**src/rtl/dxr_pkg.sv**
```systemverilog
package dxr_pkg;

    localparam int NCH = 4;
    localparam int IDW = $clog2(NCH);
    localparam int OPW = 2;
    localparam int LNW = 3;

    // Fixed command codes
    localparam logic [IDW-1:0] END_CHAN   = '0;
    localparam logic [OPW-1:0] END_OP     = 2'd0;
    localparam logic [LNW-1:0] END_LEN    = 3'd7;
    localparam logic [IDW-1:0] FLUSH_CHAN = '0;
    localparam logic [OPW-1:0] FLUSH_OP   = 2'd2;
    localparam logic [LNW-1:0] FLUSH_LEN  = 3'd6;

    typedef enum logic [1:0] {
        K_NONE,
        K_REQ,
        K_END,
        K_FLUSH
    } cmd_kind_e;

    typedef struct packed {
        logic [IDW-1:0] chan;
        logic [OPW-1:0] op;
        logic [LNW-1:0] len;
    } cmd_t;

    typedef struct packed {
        logic           vld;
        cmd_kind_e      kind;
        logic [IDW-1:0] chan;
    } acc_t;

    function automatic cmd_kind_e classify(input cmd_t c);
        if (c.chan == END_CHAN && c.op == END_OP && c.len == END_LEN)
            return K_END;
        else if (c.chan == FLUSH_CHAN && c.op == FLUSH_OP && c.len == FLUSH_LEN)
            return K_FLUSH;
        else
            return K_REQ;
    endfunction

    function automatic logic [IDW-1:0] lowest(input logic [NCH-1:0] v);
        logic [IDW-1:0] r;
        r = '0;
        for (int i = NCH - 1; i >= 0; i--)
            if (v[i]) r = IDW'(i);
        return r;
    endfunction

endpackage

```
**src/rtl/dxr_intake.sv**
```systemverilog
module dxr_intake
    import dxr_pkg::*;
#(
    parameter int PCW = 4
) (
    input  logic           clk,
    input  logic           rst,
    input  logic           req_i,
    input  cmd_t           cmd_i,
    input  logic           row_miss_i,
    input  logic [PCW-1:0] prech_i,
    input  logic           ch0_busy_i,
    output acc_t           acc_o,
    output logic           bavail_o,
    output logic           perr_o
);

    logic           held_q;
    cmd_t           cmd_q;
    logic [PCW-1:0] hold_cnt;
    logic           miss_q;
    logic           in_hold;
    cmd_kind_e      kind;
    logic           take;

    assign in_hold = miss_q && (hold_cnt != '0);
    assign kind    = classify(cmd_q);
    assign take    = held_q && !in_hold && !(kind == K_END && ch0_busy_i);

    assign acc_o.vld  = take;
    assign acc_o.kind = kind;
    assign acc_o.chan = cmd_q.chan;
    assign bavail_o   = (hold_cnt != '0);

    always_ff @(posedge clk) begin
        if (rst) begin
            held_q   <= 1'b0;
            cmd_q    <= '0;
            hold_cnt <= '0;
            miss_q   <= 1'b0;
            perr_o   <= 1'b0;
        end else begin
            perr_o <= req_i && held_q;
            held_q <= req_i && !held_q;
            if (req_i && !held_q)
                cmd_q <= cmd_i;
            if (take) begin
                miss_q   <= row_miss_i;
                hold_cnt <= (row_miss_i && prech_i != '0) ? prech_i : PCW'(1);
            end else if (hold_cnt != '0) begin
                hold_cnt <= hold_cnt - 1'b1;
            end
        end
    end

endmodule

```
**src/rtl/dxr_queue.sv**
```systemverilog
module dxr_queue
    import dxr_pkg::*;
(
    input  logic           clk,
    input  logic           rst,
    input  acc_t           acc_i,
    input  logic [NCH-1:0] en_set_i,
    input  logic           grant_i,
    input  logic [IDW-1:0] grant_ch_i,
    output logic [NCH-1:0] pend_o,
    output logic [NCH-1:0] en_o
);

    logic is_flush;
    logic is_req;
    logic is_end;

    assign is_flush = acc_i.vld && acc_i.kind == K_FLUSH;
    assign is_req   = acc_i.vld && acc_i.kind == K_REQ;
    assign is_end   = acc_i.vld && acc_i.kind == K_END;

    for (genvar g = 0; g < NCH; g++) begin : g_chan
        logic end_hit;
        assign end_hit = is_end && (g == 0);

        always_ff @(posedge clk) begin
            if (rst) begin
                pend_o[g] <= 1'b0;
                en_o[g]   <= 1'b0;
            end else begin
                if (is_flush)
                    pend_o[g] <= 1'b0;
                else if (is_req && acc_i.chan == IDW'(g))
                    pend_o[g] <= 1'b1;
                else if (end_hit || (grant_i && grant_ch_i == IDW'(g)))
                    pend_o[g] <= 1'b0;

                if (en_set_i[g])
                    en_o[g] <= 1'b1;
                else if (end_hit)
                    en_o[g] <= 1'b0;
            end
        end
    end

endmodule

```
**src/rtl/dxr_xfer.sv**
```systemverilog
module dxr_xfer
    import dxr_pkg::*;
(
    input  logic           clk,
    input  logic           rst,
    input  logic [NCH-1:0] pend_i,
    input  logic [NCH-1:0] en_i,
    input  logic           done_i,
    input  logic           mode_en_i,
    input  logic           flush_i,
    output logic           grant_o,
    output logic [IDW-1:0] grant_ch_o,
    output logic           active_o,
    output logic [IDW-1:0] cur_o,
    output logic           freeze_o,
    output logic           ch0_busy_o
);

    logic           mode_q;
    logic [NCH-1:0] ready;
    logic           freeze_set;
    logic           unfreeze;

    assign ready      = pend_i & en_i;
    assign freeze_set = active_o && (mode_en_i != mode_q);
    assign unfreeze   = flush_i && mode_en_i;
    assign grant_o    = !active_o && !freeze_o && (|ready);
    assign grant_ch_o = lowest(ready);
    assign ch0_busy_o = active_o && (cur_o == '0);

    always_ff @(posedge clk) begin
        mode_q <= mode_en_i;
        if (rst) begin
            active_o <= 1'b0;
            cur_o    <= '0;
            freeze_o <= 1'b0;
        end else begin
            if (freeze_set)
                freeze_o <= 1'b1;
            else if (unfreeze)
                freeze_o <= 1'b0;

            if (freeze_set) begin
                active_o <= 1'b0;
            end else if (grant_o) begin
                active_o <= 1'b1;
                cur_o    <= grant_ch_o;
            end else if (done_i) begin
                active_o <= 1'b0;
            end
        end
    end

endmodule

```
**src/rtl/dma_xreq_cmd.sv**
```systemverilog
module dma_xreq_cmd
    import dxr_pkg::*;
#(
    parameter int PCW = 4
) (
    input  logic           clk,
    input  logic           rst,
    input  logic           req_i,
    input  logic [1:0]     cmd_chan_i,
    input  logic [1:0]     cmd_op_i,
    input  logic [2:0]     cmd_len_i,
    input  logic           row_miss_i,
    input  logic [PCW-1:0] prech_cycles_i,
    input  logic           cmd_mode_en_i,
    input  logic [3:0]     ch_en_set_i,
    input  logic           xfer_done_i,
    output logic           bus_avail_o,
    output logic           proto_err_o,
    output logic           xfer_ack_o,
    output logic [1:0]     act_ch_o,
    output logic [3:0]     pend_o,
    output logic [3:0]     ch_en_o,
    output logic           freeze_o
);

    cmd_t           cmd;
    acc_t           acc;
    logic           grant;
    logic [IDW-1:0] grant_ch;
    logic           active;
    logic [IDW-1:0] cur;
    logic           ch0_busy;
    logic           flush_acc;

    assign cmd.chan  = cmd_chan_i;
    assign cmd.op    = cmd_op_i;
    assign cmd.len   = cmd_len_i;
    assign flush_acc = acc.vld && acc.kind == K_FLUSH;

    dxr_intake #(.PCW(PCW)) u_intake (
        .clk        (clk),
        .rst        (rst),
        .req_i      (req_i),
        .cmd_i      (cmd),
        .row_miss_i (row_miss_i),
        .prech_i    (prech_cycles_i),
        .ch0_busy_i (ch0_busy),
        .acc_o      (acc),
        .bavail_o   (bus_avail_o),
        .perr_o     (proto_err_o)
    );

    dxr_queue u_queue (
        .clk        (clk),
        .rst        (rst),
        .acc_i      (acc),
        .en_set_i   (ch_en_set_i),
        .grant_i    (grant),
        .grant_ch_i (grant_ch),
        .pend_o     (pend_o),
        .en_o       (ch_en_o)
    );

    dxr_xfer u_xfer (
        .clk        (clk),
        .rst        (rst),
        .pend_i     (pend_o),
        .en_i       (ch_en_o),
        .done_i     (xfer_done_i),
        .mode_en_i  (cmd_mode_en_i),
        .flush_i    (flush_acc),
        .grant_o    (grant),
        .grant_ch_o (grant_ch),
        .active_o   (active),
        .cur_o      (cur),
        .freeze_o   (freeze_o),
        .ch0_busy_o (ch0_busy)
    );

    assign xfer_ack_o = active;
    assign act_ch_o   = active ? cur : '0;

endmodule

```
**config.mk**
```make
export PLATFORM = sky130hd
export DESIGN_NAME = dma_xreq_cmd
export DESIGN_NICKNAME = d
export VERILOG_FILES = /design/src/rtl/dxr_pkg.sv /design/src/rtl/dxr_intake.sv /design/src/rtl/dxr_queue.sv /design/src/rtl/dxr_xfer.sv /design/src/rtl/dma_xreq_cmd.sv
export SDC_FILE = /design/constraint.sdc
export NUM_CORES = 1
export LEC_CHECK = 0
export ABC_AREA = 1
export CORE_MARGIN = 2
export CORE_UTILIZATION = 45
export CTS_CLUSTER_DIAMETER = 120
export DETAILED_ROUTE_END_ITERATION = 7
export HOLD_SLACK_MARGIN = 0.12
export PLACE_DENSITY = 0.74
export SETUP_SLACK_MARGIN = 0.2
export SYNTH_ARGS = -nofsm -noshare
export SYNTH_HDL_FRONTEND = slang
export SYNTH_HIERARCHICAL = 1
export SYNTH_SLANG_ARGS = --single-unit
export TNS_END_PERCENT = 30
```
**constraint.sdc**
```tcl
create_clock -name clk -period 2.79 [get_ports clk]
set_input_delay 0.558 -clock clk [delete_from_list [all_inputs] [get_ports clk]]
set_output_delay 0.558 -clock clk [all_outputs]
set_load 0.05 [all_outputs]
```
==> results of run 1 <==
-- registers in the layout, indices dropped and copies added (netlist names), 2 cells and up --
signal and flops:
u_intake/cmd_q 5, u_intake/hold_cnt 4, u_intake/acc_o 2, u_queue/pend_o 4, u_queue/en_o 4, u_xfer/cur_o 2
-- per-stage QoR --
| step | instances | utilization, % | setup slack (ns) | hold WS (ns) | instance area [um2] |
|---|---|---|---|---|---|
| 3_3_place_gp | 244 | 61.4 | 0.704 | 0.443 | 1720 |
| 2_1_floorplan | 182 | - | 1.01 | 0.433 | 1360 |
| 3_5_place_dp | 244 | 61.4 | 0.649 | 0.454 | 1720 |
| 6_report | 248 | 62.4 | 0.294 | 0.468 | 1750 |
| 5_1_grt | 248 | 62.4 | 0.202 | 0.506 | 1750 |
| 4_1_cts | 248 | 62.4 | 0.265 | 0.473 | 1750 |
-- logic make-up (layout without fill, tap and decap cells) --
kind of cell	after synthesis	in the layout	synth area share [%]
simple gates	95	95	33.3
compound gates	29	29	14.8
flops	27	27	39.7
buf+inv	25	60	7.80
xor+xnor	4	4	2.57
fa+ha+maj	2	2	1.84
-- routing by layer --
layer,track usage [%],routed length [um],part of all wire [%]
met4,7.14,13,0.48
met1,20.7,1240,46
met2,32.7,1360,50
met5,0,0,0
met3,2.62,95,3.5
-- path summary, 6_finish.rpt --
path / start / to / slack [ns] / cells after the start
max: u_intake/hold_cnt[0]$_SDFFE_PP0P_ / bus_avail_o / 0.29 / 4
min: u_intake/cmd_q[3]$_SDFFE_PP0P_ / u_intake/cmd_q[3]$_SDFFE_PP0P_ / 0.47 / 2
max reg2reg: u_intake/acc_o[1]$_SDFFE_PP0P_ / u_queue/en_o[0]$_SDFFE_PP0P_ / 1.11 / 6
min reg2reg: u_intake/cmd_q[3]$_SDFFE_PP0P_ / u_intake/cmd_q[3]$_SDFFE_PP0P_ / 0.47 / 2
-- power groups by stage --
| stage | clock network [mW] | registers, mW | logic, mW |
|---|---|---|---|
| 5_1_grt | 0.188 | 0.468 | 0.405 |
| 4_1_cts | 0.175 | 0.461 | 0.365 |
| 3_5_place_dp | 0 | 0.469 | 0.365 |
| 2_1_floorplan | 0 | 0.488 | 0.242 |
| 3_3_place_gp | 0 | 0.465 | 0.351 |
| 6_report | 0.164 | 0.461 | 0.362 |
-- worst register-to-register path: stages, from the launching register on --
cell and delay, ns:
dfxtp_1 0.37, inv_1 0.09, nand2_1 0.08, o31ai_1 0.58, nand3_1 0.23, a21oi_1 0.17, nor2_1 0.06
-- area by class of cell --
class                      instances  area, um2
tap                               31       38.8
clock buffer                       4       26.3
timing repair buffer              35        348
multi-input combinational        130        716
inverter                          21       80.1
sequential                        27        541
fill                             276       1060
-- cells in the mapped netlist (all sizes together) --
cell	instances	share of area [%]
inv	20	5.5
o21bai	1	0.83
nor3	2	0.73
o21ai	9	4.1
nand3	10	4.0
buf	3	1.7
nor2	34	11
nand4	2	0.92
a21boi	1	0.83
nand3b	2	1.1
nand2	44	15
clkinv	1	0.37
clkbuf	1	0.28
o31ai	1	0.55
dfxtp	27	40
xor2	4	2.6
a21oi	17	8.4
or2	1	0.46
ha	2	1.8
==> run_summary.xml, run 1 <==
<?xml version="1.0" encoding="UTF-8"?>
<metrics>
  <group name="run_status">
    <metric name="outcome" unit="">completed</metric>
  </group>
  <group name="setup_path">
    <metric name="cp.required" unit="ns">2.23</metric>
    <metric name="critPathTopFamily" unit="">buffers and inverters</metric>
    <metric name="critPathSlowestCell" unit="">clkdlybuf4s50_1</metric>
    <metric name="critPathLaunchType" unit="">flop</metric>
    <metric name="cp_max_fo" unit="">4</metric>
    <metric name="worst_ep_arrival_time" unit="ns">1.94</metric>
    <metric name="critical_path.cell_chain" unit="">inv_1, ha_1, nand2_2, clkdlybuf4s50_1</metric>
    <metric name="category_of_the_most_critical_setup_path" unit="">flop to output port</metric>
    <metric name="kind_of_end_point_of_the_critical_path" unit="">output port</metric>
    <metric name="cpPeakStageDelay" unit="ns">0.82</metric>
    <metric name="crit_buf_inv" unit="">2</metric>
  </group>
  <group name="clock_tree">
    <metric name="htree_levels" unit="">1</metric>
    <metric name="post-cts-setup-buffers" unit="">0</metric>
    <metric name="postCtsResizedCells" unit="">0</metric>
    <metric name="cts_sinks" unit="">27</metric>
    <metric name="cts_hold_repair.buffers" unit="">0</metric>
    <metric name="max-clock-path-buffers" unit="">2</metric>
    <metric name="clock_tree.root_cell" unit="">clkbuf_4</metric>
    <metric name="clkLatencyLatePin" unit="ns">0.31</metric>
    <metric name="total_cts_buffers" unit="">3</metric>
    <metric name="tritoncts" unit="">done</metric>
    <metric name="cts.reportedPaths.clkPinSlew" unit="ns">0.14</metric>
  </group>
  <group name="route">
    <metric name="routed_wirelength" unit="um">2710</metric>
    <metric name="drt_pass1_iterations" unit="">4</metric>
    <metric name="drc_errors" unit="">0</metric>
    <metric name="vias" unit="">1206</metric>
    <metric name="drt_iter0_drc" unit="">22</metric>
    <metric name="antenna_violating_nets_post_route" unit="">0</metric>
    <metric name="avgRoutedWirePerCell" unit="um">10.9</metric>
    <metric name="avgViaCountPerCell" unit="">4.86</metric>
  </group>
  <group name="synthesis">
    <metric name="synthesis.instances" unit="">182</metric>
    <metric name="synth.lib_cells_used.distinct" unit="">28</metric>
    <metric name="post_synth.cell_area_avg" unit="um2">7.49</metric>
    <metric name="synth.cell_area" unit="um2">1360</metric>
    <metric name="yosys_warnings" unit="">6</metric>
    <metric name="synthesis.nets" unit="">205</metric>
    <metric name="synth_sequential_area_ratio" unit="%">39.7</metric>
    <metric name="ys_ff_latch" unit="">27</metric>
  </group>
  <group name="power">
    <metric name="power_frac_comb" unit="%">36.7</metric>
    <metric name="totalPowerFinal" unit="uW">987</metric>
    <metric name="net-switching-power" unit="uW">358</metric>
    <metric name="seq_power_share" unit="%">46.7</metric>
    <metric name="power_leakage" unit="nW">0.746</metric>
    <metric name="part_of_the_power_in_the_clock_network" unit="%">16.7</metric>
    <metric name="power.switching_fraction" unit="%">36.2</metric>
    <metric name="power.density_cell_area" unit="nW/um2">564</metric>
    <metric name="power.ir.vdd_worst" unit="mV">0.431</metric>
    <metric name="p_int" unit="uW">630</metric>
  </group>
  <group name="floorplanning">
    <metric name="die_width" unit="um">59.0</metric>
    <metric name="design.die.area" unit="um2">3480</metric>
    <metric name="placement_rows" unit="">19</metric>
    <metric name="die_y" unit="um">59.0</metric>
    <metric name="design.core.area" unit="um2">2810</metric>
    <metric name="initial_core_util" unit="%">48.6</metric>
    <metric name="top_level_ports" unit="">35</metric>
  </group>
  <group name="sta">
    <metric name="timing.setup.tns" unit="ns">0</metric>
    <metric name="worst_slew_pin_slew" unit="ns">0.632</metric>
    <metric name="finalHoldViolCount" unit="">0</metric>
    <metric name="skew" unit="ns">0.00340</metric>
    <metric name="timing.max_slew.rel_slack" unit="%">57.5</metric>
    <metric name="clock.fmax" unit="MHz">401</metric>
    <metric name="fin_crit" unit="ns">2.50</metric>
    <metric name="grt_setup_unrepaired" unit="">false</metric>
    <metric name="finalSetupViolations" unit="">0</metric>
    <metric name="finalCritPeriodShare" unit="%">89.5</metric>
    <metric name="report.final.slew_viol_count" unit="">0</metric>
  </group>
  <group name="global_route">
    <metric name="maximum_number_of_pins_on_one_net_before_global_route_repair" unit="">15</metric>
    <metric name="grt_pass1_wl" unit="um">4840</metric>
    <metric name="grt.overflow.total" unit="">0</metric>
    <metric name="global_route.usage.total" unit="%">17.9</metric>
    <metric name="grt_antenna_before_repair" unit="">0</metric>
    <metric name="first_global_vias" unit="">1223</metric>
  </group>
  <group name="worst_hold_path">
    <metric name="min_path_type" unit="">flop to flop</metric>
  </group>
  <group name="layout">
    <metric name="area_delta_synth_final" unit="%">28.4</metric>
    <metric name="layout.cells.most_common" unit="">clkdlybuf4s50_1</metric>
    <metric name="antenna_cells" unit="">0</metric>
    <metric name="mostFrequentLayoutCells" unit="">34 x clkdlybuf4s50_1, 31 x nand2_1, 28 x nor2_1</metric>
    <metric name="drive_above_1_share" unit="%">16.1</metric>
    <metric name="num-nets-final" unit="">241</metric>
  </group>
  <group name="job">
    <metric name="maxcap_viol_count" unit="">0</metric>
  </group>
  <group name="placement">
    <metric name="hpwlAfterDp" unit="um">2210</metric>
    <metric name="numPortBuffers" unit="">34</metric>
    <metric name="gp_congestion" unit="">0.798</metric>
  </group>
</metrics>
Note: power is estimated with default switching activity, not from simulation.
==> inputs of run 2 (changes only) <==
--- a/config.mk
+++ b/config.mk
@@ -6,6 +6,7 @@
 export NUM_CORES = 1
 export LEC_CHECK = 0
 export ABC_AREA = 1
+export CAP_MARGIN = 20
 export CORE_MARGIN = 2
 export CORE_UTILIZATION = 45
 export CTS_CLUSTER_DIAMETER = 120
==> results of run 2 <==
No change in the layout: final DEF, timing and power equal those of run 1.
